## config.mk

```make
export PLATFORM = sky130hd
export DESIGN_NAME = lru_age_tracker
export DESIGN_NICKNAME = d
export VERILOG_FILES = /design/src/rtl/lru_age_pkg.sv /design/src/rtl/lru_victim_pick.sv /design/src/rtl/lru_age_cell.sv /design/src/rtl/lru_age_tracker.sv
export SDC_FILE = /design/constraint.sdc
export NUM_CORES = 1
export LEC_CHECK = 0
export BUFFER_PORTS_ARGS = -buffer_cell sky130_fd_sc_hd__buf_2
export CORE_UTILIZATION = 50
export CTS_CLUSTER_SIZE = 16
export DETAILED_ROUTE_END_ITERATION = 8
export PLACE_DENSITY_LB_ADDON = 0.15
export SYNTH_ARGS = -nofsm -noshare
export SYNTH_HDL_FRONTEND = slang
export SYNTH_SLANG_ARGS = --single-unit
```

## constraint.sdc

```tcl
create_clock -name clk -period 2.5 [get_ports clk]
set_input_delay 0.25 -clock clk [delete_from_list [all_inputs] [get_ports clk]]
set_output_delay 0.25 -clock clk [all_outputs]
set_load 0.05 [all_outputs]
```

## src/rtl/lru_age_pkg.sv

```systemverilog
// Package: shared types for the recency tracker.
// Assumes: none.
package lru_age_pkg;
    typedef enum logic [1:0] {
        LRU_OP_IDLE = 2'd0,
        LRU_OP_HIT  = 2'd1,
        LRU_OP_FILL = 2'd2
    } lru_op_e;
endpackage

```

## src/rtl/lru_victim_pick.sv

```systemverilog
// Module: chooses the way for the next fill.
// Picks the lowest-numbered invalid way. When every way is valid, it picks
// the way whose age is the maximum value.
// Assumes: the valid ways hold distinct ages.
module lru_victim_pick #(
    parameter int WAYS  = 4,
    parameter int AGE_W = $clog2(WAYS)
) (
    input  logic [WAYS-1:0]       valid_i,
    input  logic [WAYS*AGE_W-1:0] ages_i,
    output logic [AGE_W-1:0]      victim_o,
    output logic                  full_o
);
    localparam logic [AGE_W-1:0] OLDEST = AGE_W'(WAYS - 1);

    logic [AGE_W-1:0] free_way;
    logic [AGE_W-1:0] old_way;

    // Lowest-numbered invalid way; the downward scan lets lower indices win.
    always_comb begin
        free_way = '0;
        for (int i = WAYS - 1; i >= 0; i--) begin
            if (!valid_i[i]) free_way = AGE_W'(i);
        end
    end

    // Way that holds the oldest age.
    always_comb begin
        old_way = '0;
        for (int i = 0; i < WAYS; i++) begin
            if (ages_i[i*AGE_W +: AGE_W] == OLDEST) old_way = AGE_W'(i);
        end
    end

    // Final choice: the free way while one exists.
    always_comb begin
        full_o   = &valid_i;
        victim_o = full_o ? old_way : free_way;
    end
endmodule

```

## src/rtl/lru_age_cell.sv

```systemverilog
// Module: valid bit and age register for one way.
// The way that is used gets age 0. A non-selected valid way ages on a fill,
// and on a hit only when it was younger than the hit way.
// Assumes: op_i is HIT only when the hit way is valid.
module lru_age_cell
    import lru_age_pkg::*;
#(
    parameter int AGE_W = 2
) (
    input  logic             clk,
    input  logic             rst_n,
    input  lru_op_e          op_i,
    input  logic             sel_i,
    input  logic [AGE_W-1:0] ref_age_i,
    output logic [AGE_W-1:0] age_o,
    output logic             valid_o
);
    localparam logic [AGE_W-1:0] AGE_MAX = '1;

    logic [AGE_W-1:0] age_q;
    logic             valid_q;
    logic             bump;

    // Decide whether this way ages by one this cycle.
    always_comb begin
        bump = 1'b0;
        if (valid_q && !sel_i && age_q != AGE_MAX) begin
            if (op_i == LRU_OP_FILL)                         bump = 1'b1;
            else if (op_i == LRU_OP_HIT && age_q < ref_age_i) bump = 1'b1;
        end
    end

    // Age and valid register update.
    always_ff @(posedge clk) begin
        if (!rst_n) begin
            age_q   <= '0;
            valid_q <= 1'b0;
        end else if (sel_i && op_i != LRU_OP_IDLE) begin
            age_q <= '0;
            if (op_i == LRU_OP_FILL) valid_q <= 1'b1;
        end else if (bump) begin
            age_q <= age_q + 1'b1;
        end
    end

    assign age_o   = age_q;
    assign valid_o = valid_q;
endmodule

```

## src/rtl/lru_age_tracker.sv

```systemverilog
// Module: exact recency tracker for one four-way set (top).
// Turns the hit and fill strobes into one operation on one target way, and
// sends that operation to the per-way age cells.
// Assumes: the hit way index is within range; the caller handles tags and data.
module lru_age_tracker
    import lru_age_pkg::*;
#(
    parameter int WAYS  = 4,
    parameter int AGE_W = $clog2(WAYS)
) (
    input  logic                  clk,
    input  logic                  rst_n,
    input  logic                  hit_i,
    input  logic [AGE_W-1:0]      hit_way_i,
    input  logic                  fill_i,
    output logic [AGE_W-1:0]      victim_o,
    output logic [WAYS*AGE_W-1:0] ages_o,
    output logic [WAYS-1:0]       valid_o
);
    lru_op_e          op;
    logic [AGE_W-1:0] tgt_way;
    logic [AGE_W-1:0] ref_age;
    logic             full;
    logic [AGE_W-1:0] age_q [WAYS];
    logic [WAYS-1:0]  valid_q;

    lru_victim_pick #(.WAYS(WAYS), .AGE_W(AGE_W)) u_pick (
        .valid_i  (valid_q),
        .ages_i   (ages_o),
        .victim_o (victim_o),
        .full_o   (full)
    );

    // Operation decode: a hit wins; a hit on an invalid way does nothing.
    always_comb begin
        op      = LRU_OP_IDLE;
        tgt_way = victim_o;
        if (hit_i) begin
            tgt_way = hit_way_i;
            if (valid_q[hit_way_i]) op = LRU_OP_HIT;
        end else if (fill_i) begin
            op = LRU_OP_FILL;
        end
    end

    // Old age of the target way; the other cells compare against it.
    always_comb ref_age = age_q[tgt_way];

    for (genvar i = 0; i < WAYS; i++) begin : g_way
        lru_age_cell #(.AGE_W(AGE_W)) u_cell (
            .clk       (clk),
            .rst_n     (rst_n),
            .op_i      (op),
            .sel_i     (tgt_way == AGE_W'(i)),
            .ref_age_i (ref_age),
            .age_o     (age_q[i]),
            .valid_o   (valid_q[i])
        );
        assign ages_o[i*AGE_W +: AGE_W] = age_q[i];
    end

    assign valid_o = valid_q;

    // Checking aids: the set of ages held by valid ways, and ages held by invalid ways.
    logic [WAYS-1:0] seen_ages;
    logic            stale_age;
    always_comb begin
        seen_ages = '0;
        stale_age = 1'b0;
        for (int i = 0; i < WAYS; i++) begin
            if (valid_q[i]) seen_ages[age_q[i]] = 1'b1;
            else if (age_q[i] != '0) stale_age = 1'b1;
        end
    end

    AST_DISTINCT_AGES: assert property (@(posedge clk) disable iff (!rst_n)
        $countones(seen_ages) == $countones(valid_q));
    AST_INVALID_ZERO: assert property (@(posedge clk) disable iff (!rst_n)
        !stale_age);
    AST_RESET_CLEAR: assert property (@(posedge clk)
        !rst_n |=> (valid_q == '0));
    AST_HIT_YOUNGEST: assert property (@(posedge clk) disable iff (!rst_n)
        (hit_i && valid_q[hit_way_i]) |=> age_q[$past(hit_way_i)] == '0);
    AST_FILL_PLACES: assert property (@(posedge clk) disable iff (!rst_n)
        (fill_i && !hit_i) |=> valid_q[$past(victim_o)] && age_q[$past(victim_o)] == '0);
    AST_VALID_KEEP: assert property (@(posedge clk) disable iff (!rst_n)
        (hit_i && !valid_q[hit_way_i]) |=> $stable(valid_q) && $stable(ages_o));
    AST_FULL_OLDEST: assert property (@(posedge clk) disable iff (!rst_n)
        full |-> age_q[victim_o] == AGE_W'(WAYS - 1));
    AST_IDLE_STABLE: assert property (@(posedge clk) disable iff (!rst_n)
        (!hit_i && !fill_i) |=> $stable(ages_o) && $stable(valid_q));
endmodule

```

==> metrics.sh, run 1 <==
STATUS='completed'
YS_ASYNC_SR_FRACTION_PCT=0
VIAS_PER_CELL=6.410
AREAGROWTHSYNTHTOFINISH_PCT=28.19
GRT_ANTENNA_BEFORE_REPAIR=0
SYNTH_NETS=162
TIMING_HOLD_VIOLATIONS_FINAL=0
FINALSETUPVIOLCOUNT=0
TIMING.REG2REG.SETUP_SLACK_NS=0.0001
DIE-AREA_UM2=2652
IRDROPWORSTVDD_mV=0.3134
STD_CELL_ROWS=17
GRT_OVERFLOW=0
GRT_PASS1_VIAS=1327
CLOCK.FMAX_MHz=400.0
PLACE.PORT_BUFFERS=19
GRT_MAX_DEGREE=15
FILLERS=200
COUNT_OF_CELL_TYPES_IN_THE_NETLIST=58
FINALCLOCKSKEW_NS=0.002855
INITIAL_CORE_UTIL_PCT=54.33
CRIT_ARRIVAL_NS=2.68
UNREPAIRED_SETUP_ENDPOINTS_AFTER_GLOBAL_ROUTING='yes'
CORE_UM2=2255
POSTROUTEWIRELENGTH_UM=3618
SYNTHSIMPLEGATEAREAFRAC_PCT=21.14
CTS.HTREE.LEVELS=1
WORST_HOLD_PATH_TYPE='in2reg'
CLOCK-SINKS=12
FINALCRITPERIODSHARE_PCT=99.99
DRT_ITER0_DRC=75
POST-DP-HPWL_UM=2671
FINISH.CELL_COUNT_WITHOUT_FILLERS=217
ROUTED_WIRE_LENGTH_PER_INSTANCE_UM=16.67
YOSYS.AREA_SHARE.ADDER_PCT=4.086
GRT_BUSIEST_LAYER='met2'
YOSYSWARNINGS=0
CELL_INTERNAL_PWR_uW=322.7
CLKPWRFRAC_PCT=34.6
DESIGN_POWER_TOTAL_uW=480.6
DRT_PASS1_ITERATIONS=4
SYNTH.CELL_AREA_UM2=1225
ROUTE.DETAILED.DRC=0
NUM_VIAS=1391
SYNTH_XOR_AREA_SHARE_PCT=0
GP_CONGESTION=0.9237
RELSLEWSLACK_PCT=63.99
YS_FF_LATCH=12
IOS=20
PATH_CLASS='reg2reg'
SYNTH_COMPOUND_GATE_AREA_SHARE_PCT=40.14
GRTUSAGEMET1_PCT=40.57
SYNTH_AREA_PER_CELL_UM2=8.059
FP.DIEH_UM=51.50
CLOCKROOTBUFFER='clkbuf_4'
MET2_TRACK_DEMAND_OVER_RESOURCE_IN_GLOBAL_ROUTING_PCT=49.13
POST_ROUTE_CELLS_DRIVE_ABOVE_1_SHARE_PCT=36.51
CLOCKBUFFERDEPTH=2
GRT_FIRST_PASS_WIRELENGTH_UM=6134
TIMING.FINAL.MAX_SLEW_VIOLATIONS=0
DIEWIDTH_UM=51.50
NUM_ANTENNA_CELLS=0
FIN_CRIT_NS=2.500
POWER.SWITCHING_FRACTION_PCT=32.85
NETSWITCHINGPOWER_uW=157.8
PWR_DENSITY_CELL_nW_PER_UM2=306.0
GRT_USE_TOTAL_PCT=31.08
CLK_TRANSITION_REPORTED_PATHS_NS=0.09
FINAL_NET_COUNT=200
SYNTH_MUX_AREA_SHARE_PCT=7.967
NUMBER_OF_BUFFERS_CREATED_BY_CTS=3
P_COMB_SHARE_PCT=24.9
MAX_CAP_VIOLATIONS=0
CP_LAUNCH_TYPE='flop'
LARGEST_DRIVER_FANOUT_ON_THE_CRITICAL_PATH=5
DPL.CELL_COUNT=208
POST_SYNTH_INST_COUNT=152
TIGHTEST_PIN_TRANSITION_NS=0.5390
SYNTHFLOPTYPE='dfxtp_1'
TNS_NS=0
REQUIRED_NS=2.68
LEAKAGE_uW=0.0006502
SYNTH-EDFF-COUNT=0
POWER.SEQUENTIAL.FRACTION_PCT=40.5
GRTUSAGEMET3_PCT=4.386
CLK-INSERTION-DELAY-LATE_NS=0.29
CTS_TREE='built'
POSTROUTEANTENNANETS=0
SETUP.WORST_PATH.END_CLASS='flop'
SYNTH_TOP_FAMILY_BY_AREA='compound AO/OA/AOI/OAI gates'
YOSYSSEQAREASHARE_PCT=19.61
critical path: stages (launching register included):
cell and delay (ns):
dfxtp_4 0.38, ha_4 0.14, and4bb_4 0.25, o31ai_4 0.29, mux2_4 0.35, o2111a_1 0.26
a311oi_2 0.35, nor4_2 0.10, a311o_1 0.27
power groups by stage:
stage	registers (µW)	clock network (µW)	logic, µW
after floorplan	201	0	75.9
after global placement	199	0	111
after detailed placement	199	0	113
after CTS	195	172	114
after global routing	196	178	129
final	195	166	120
cells in the mapped netlist (all sizes together), types with 3 or more instances:
| cell type | n | area (µm²) |
|---|---|---|
| ha | 4 | 50.05 |
| a21oi | 6 | 33.78 |
| nand2 | 17 | 68.81 |
| buf | 7 | 47.55 |
| a211oi | 5 | 47.54 |
| a211o | 3 | 26.28 |
| o21a | 7 | 52.55 |
| o21ai | 13 | 65.06 |
| mux2i | 6 | 60.06 |
| inv | 8 | 30.03 |
| a311o | 3 | 30.03 |
| nor2 | 10 | 37.54 |
| dfxtp | 12 | 240.2 |
| nand2b | 3 | 18.77 |
through the flow:
stage,hold WS (ns),area (µm²),utilization (%),setup slack (ns)
2_1_floorplan,0.4866,1249,-,-0.05946
3_3_place_gp,0.4826,1458,64.65,0.1042
3_5_place_dp,0.4874,1458,64.65,0.0008806
4_1_cts,0.2670,1498,66.43,0.00004174
5_1_grt,0.2808,1570,69.64,-0.08205
6_report,0.2806,1570,69.64,0.0001288
state kept, by name, summed over array words and instances, names as in the netlist:
name                  cells
g_way.u_cell.age_o        8
g_way.u_cell.valid_o      4
worst paths after layout:
kind / to / cells past startpoint / start
worst max-delay path: g_way[3].u_cell.age_o[0]$_SDFFE_PP0P_ / 8 / g_way[2].u_cell.age_o[0]$_SDFFE_PP0P_
worst min register to register: g_way[0].u_cell.age_o[0]$_SDFFE_PP0P_ / 2 / g_way[0].u_cell.age_o[0]$_SDFFE_PP0P_
worst min-delay path: g_way[1].u_cell.valid_o$_SDFFE_PN0P_ / 2 / rst_n
worst max register to register: g_way[3].u_cell.age_o[0]$_SDFFE_PP0P_ / 8 / g_way[2].u_cell.age_o[0]$_SDFFE_PP0P_
layout by cell type (no fill, tap or decap), drive strengths merged, types with 2 or more instances in the layout:
cell    instances
inv             8
o21ai          13
mux2i           6
a41oi           2
nand2          17
o31a            2
o22ai           2
clkbuf          4
dfxtp          12
nor4            2
nand4b          2
nand2b          3
o21a            7
o2111a          2
ha              4
a21oi           6
a311o           3
a211oi          5
a211o           3
buf            42
o31ai           2
nor2           10
nor2b           2
nand3b          2
and3            2
area by class of cell:
type | count | area, µm² | area share [%]
clock buffers | 4 | 36.28 | 2.311
well taps | 28 | 35.03 | 2.231
repair buffers | 42 | 267.8 | 17.05
multi-input cells | 123 | 943.4 | 60.08
flip-flops and latches | 12 | 257.7 | 16.41
inverters | 8 | 30.03 | 1.912
routing by layer:
layer / up-vias / wire [µm]
li1: 676 / -
met5: - / 0
met4: 0 / 99
met2: 73 / 1676
met3: 8 / 315
met1: 634 / 1526
kinds of logic (layout without fill, tap and decap cells):
| logic type | Yosys count | in the layout |
|---|---|---|
| AO/OA/AOI/OAI | 63 | 63 |
| AND/OR/NAND/NOR | 48 | 48 |
| buffers and inverters | 17 | 54 |
| flip-flops | 12 | 12 |
| multiplexers | 8 | 8 |
| adder cells (fa/ha/maj) | 4 | 4 |
timing repair:
action                     CTS  global route
setup endpoints to repair    1             8
pin swaps                    1            10
hold buffers                 0             0
setup buffers                0             5
hold endpoints to repair     0             0
gates cloned                 0             0
resized for setup            1             8
(Power assumes the default switching activity.)
==> run 2: changes to the inputs <==
--- a/config.mk
+++ b/config.mk
@@ -5,10 +5,10 @@
 export SDC_FILE = /design/constraint.sdc
 export NUM_CORES = 1
 export LEC_CHECK = 0
-export BUFFER_PORTS_ARGS = -buffer_cell sky130_fd_sc_hd__buf_2
-export CORE_UTILIZATION = 50
+export CORE_UTILIZATION = 55
 export CTS_CLUSTER_SIZE = 16
 export DETAILED_ROUTE_END_ITERATION = 8
+export DONT_BUFFER_PORTS = 1
 export PLACE_DENSITY_LB_ADDON = 0.15
 export SYNTH_ARGS = -nofsm -noshare
 export SYNTH_HDL_FRONTEND = slang
==> run 2 against run 1 <==
Effect of this change:
- clock-buffer cell count did not move
- maximum frequency rose by 3.3%
- global-route usage rose by 2.0 points
- design area fell by 1.8%
- hold slack got worse by 0.21 ns
- non-clock buffer count fell by 12
- critical path depth rose by 2
- first-iteration DRC count rose by 19%
- combinational power fell by 3%
- critical path type unchanged
- largest power group unchanged
- highest routed layer unchanged
==> metrics.sh, run 2 (same netlist as run 1, synthesis figures left out) <==
PATH_CLASS='reg2reg'  # unchanged
POSTROUTEANTENNANETS=0  # unchanged
FINAL_NET_COUNT=188  # was 200
WORST_HOLD_PATH_TYPE='in2reg'  # unchanged
REQUIRED_NS=2.73  # was 2.68 ns
PWR_DENSITY_CELL_nW_PER_UM2=310.1  # was 306.0 nW/µm²
TIMING_HOLD_VIOLATIONS_FINAL=0  # unchanged
FIN_CRIT_NS=2.421  # was 2.500 ns
DRT_PASS1_ITERATIONS=4  # unchanged
CLK_TRANSITION_REPORTED_PATHS_NS=0.09  # about the same
FINALCLOCKSKEW_NS=0.004533  # was 0.002855 ns
CELL_INTERNAL_PWR_uW=323.5  # was 322.7 µW
TIGHTEST_PIN_TRANSITION_NS=0.4939  # was 0.5390 ns
GP_CONGESTION=1.019  # was 0.9237
STATUS='completed'  # unchanged
POST_DP_CELL_AREA_UM2=1444  # was 1458 µm²
FINALSETUPVIOLCOUNT=0  # unchanged
CP_CELL_SEQUENCE='ha_4 -> and4bb_2 -> o31ai_4 -> buf_4 -> buf_6 -> mux2i_2 -> or2_1 -> a311o_1 -> o21ai_2 -> mux2i_1'  # was ha_4 -> and4bb_4 -> o31ai_4 -> mux2_4 -> o2111a_1 -> a311oi_2 -> nor4_2 -> a311o_1
FINAL_COMMON_CELL='buf_4'  # unchanged
CRITPATHSLOWESTCELL='a311o_1'  # was dfxtp_4
CLOCKBUFFERDEPTH=2  # unchanged
GRTUSAGEMET3_PCT=6.542  # was 4.386%
CORE_UM2=2022  # was 2255 µm²
POST_ROUTE_CELLS_DRIVE_ABOVE_1_SHARE_PCT=32.77  # was 36.51%
MAX_CAP_VIOLATIONS=0  # unchanged
CLK-INSERTION-DELAY-LATE_NS=0.29  # about the same
LARGEST_REG_FLOPS=8  # unchanged
GRT_MAX_DEGREE=15  # unchanged
FIN_AREA_UM2=1541  # was 1570 µm²
SETUP.WORST_PATH.END_CLASS='flop'  # unchanged
FINAL_CELL_MIX='29 x buf_4, 15 x nand2_1, 9 x nor2_1'  # was 23 x buf_4, 19 x buf_2, 15 x nand2_1
RELSLEWSLACK_PCT=66.65  # was 63.99%
NETSWITCHINGPOWER_uW=154.6  # was 157.8 µW
CLKPWRFRAC_PCT=35.0  # was 34.6%
CLOCK.FMAX_MHz=413.1  # was 400.0 MHz
CLOCK-SINKS=12  # unchanged
LEAKAGE_uW=0.0005985  # was 0.0006502 µW
DIE-AREA_UM2=2420  # was 2652 µm²
GRT_FIRST_PASS_WIRELENGTH_UM=6023  # was 6134 µm
STD_CELL_ROWS=16  # was 17
FILLERS=160  # was 200
INITIAL_CORE_UTIL_PCT=60.58  # was 54.33%
ROUTE.DETAILED.DRC=0  # unchanged
NUM_ANTENNA_CELLS=0  # unchanged
GRT_USE_TOTAL_PCT=33.09  # was 31.08%
AREAGROWTHSYNTHTOFINISH_PCT=25.84  # was 28.19%
DIEWIDTH_UM=49.19  # was 51.50 µm
ROUTED_WIRE_LENGTH_PER_INSTANCE_UM=19.02  # was 16.67 µm
VIAS_PER_CELL=6.985  # was 6.410
GRT_OVERFLOW=0  # unchanged
GRT_BUSIEST_LAYER='met2'  # unchanged
CP_LAUNCH_TYPE='flop'  # unchanged
POWER.SWITCHING_FRACTION_PCT=32.34  # was 32.85%
CTS.HTREE.LEVELS=1  # unchanged
FINALCRITPERIODSHARE_PCT=96.83  # was 99.99%
CRIT_ARRIVAL_NS=2.65  # was 2.68 ns
TNS_NS=0  # unchanged
UNREPAIRED_SETUP_ENDPOINTS_AFTER_GLOBAL_ROUTING='yes'  # unchanged
GRTUSAGEMET1_PCT=41.18  # was 40.57%
MET2_TRACK_DEMAND_OVER_RESOURCE_IN_GLOBAL_ROUTING_PCT=52.28  # was 49.13%
CLOCKROOTBUFFER='clkbuf_4'  # unchanged
GRT_PASS1_VIAS=1309  # was 1,327
CRIT_PATH_MAX_INCR_DELAY_NS=0.39  # was 0.38 ns
CTS_TREE='built'  # unchanged
GRT_ANTENNA_BEFORE_REPAIR=0  # unchanged
NUMBER_OF_BUFFERS_CREATED_BY_CTS=3  # unchanged
DRT_ITER0_DRC=89  # was 75
POSTROUTEWIRELENGTH_UM=3880  # was 3618 µm
TIMING.FINAL.MAX_SLEW_VIOLATIONS=0  # unchanged
PLACE.PORT_BUFFERS=0  # was 19
POST-DP-HPWL_UM=2857  # was 2671 µm
IRDROPWORSTVDD_mV=0.2846  # was 0.3134 mV
IOS=20  # unchanged
LARGEST_DRIVER_FANOUT_ON_THE_CRITICAL_PATH=7  # was 5
NUM_VIAS=1425  # was 1,391
POWER.SEQUENTIAL.FRACTION_PCT=40.7  # was 40.5%
P_COMB_SHARE_PCT=24.3  # was 24.9%
FP.DIEH_UM=49.19  # was 51.50 µm
run 2: per-layer routing:
layer	wire, µm	vias to the layer above
met5	0	-
met4	159	0
met3	435	23
met2	1763	95
met1	1522	664
li1	-	643
run 2: timing repair:
action                     4_1_cts  5_1_grt
cloned                           0        0
pin swaps                        0        3
resized for setup                1       11
setup endpoints to repair        1        6
setup buffers                    0        1
hold buffers                     0        0
run 2: final cells by class:
type	instances	area, µm²	area share, %
tap	27	33.78	2.192
clock buffer	4	36.28	2.354
sequential	12	257.7	16.72
inverter	8	30.03	1.948
timing repair buffer	30	229.0	14.85
multi-input combinational	123	954.7	61.93
run 2: power groups by stage:
stage	logic, µW	clock network (µW)	registers [µW]
after CTS	110	168	194
after detailed placement	109	0	199
after global placement	108	0	199
after global routing	123	175	195
final	116	167	195
after floorplan	75.9	0	201
run 2: worst max-delay path, delay by kind of cell, from the launching register on:
kind	cells	cell delay [ns]
buf+inv	2	0.29
flops	1	0.37
simple gates	2	0.50
fa+ha+maj	1	0.14
mux	2	0.27
compound gates	3	0.78
run 2: worst paths after layout:
kind                                                       startpoint  slack, ns  cells past startpoint                               endpoint
worst max-delay path            g_way[3].u_cell.age_o[0]$_SDFFE_PP0P_       0.08                     10  g_way[2].u_cell.age_o[0]$_SDFFE_PP0P_
worst min-delay path                                            rst_n       0.07                      1   g_way[2].u_cell.valid_o$_SDFFE_PN0P_
worst max register to register  g_way[3].u_cell.age_o[0]$_SDFFE_PP0P_       0.08                     10  g_way[2].u_cell.age_o[0]$_SDFFE_PP0P_
worst min register to register  g_way[0].u_cell.age_o[0]$_SDFFE_PP0P_       0.58                      3  g_way[0].u_cell.age_o[0]$_SDFFE_PP0P_
run 2: metrics by stage:
step / hold slack (ns) / utilization, % / power [µW] / setup slack, ns / std cells
after floorplan: 0.4866 / - / 277.1 / -0.05946 / 152
after global placement: 0.3687 / 71.41 / 306.6 / 0.04949 / 199
after detailed placement: 0.3737 / 71.41 / 307.5 / 0.01232 / 199
after CTS: 0.07292 / 73.21 / 472.2 / 0.03709 / 203
after global routing: 0.06889 / 76.24 / 492.6 / -0.03484 / 204
final: 0.07391 / 76.24 / 478.1 / 0.07916 / 204
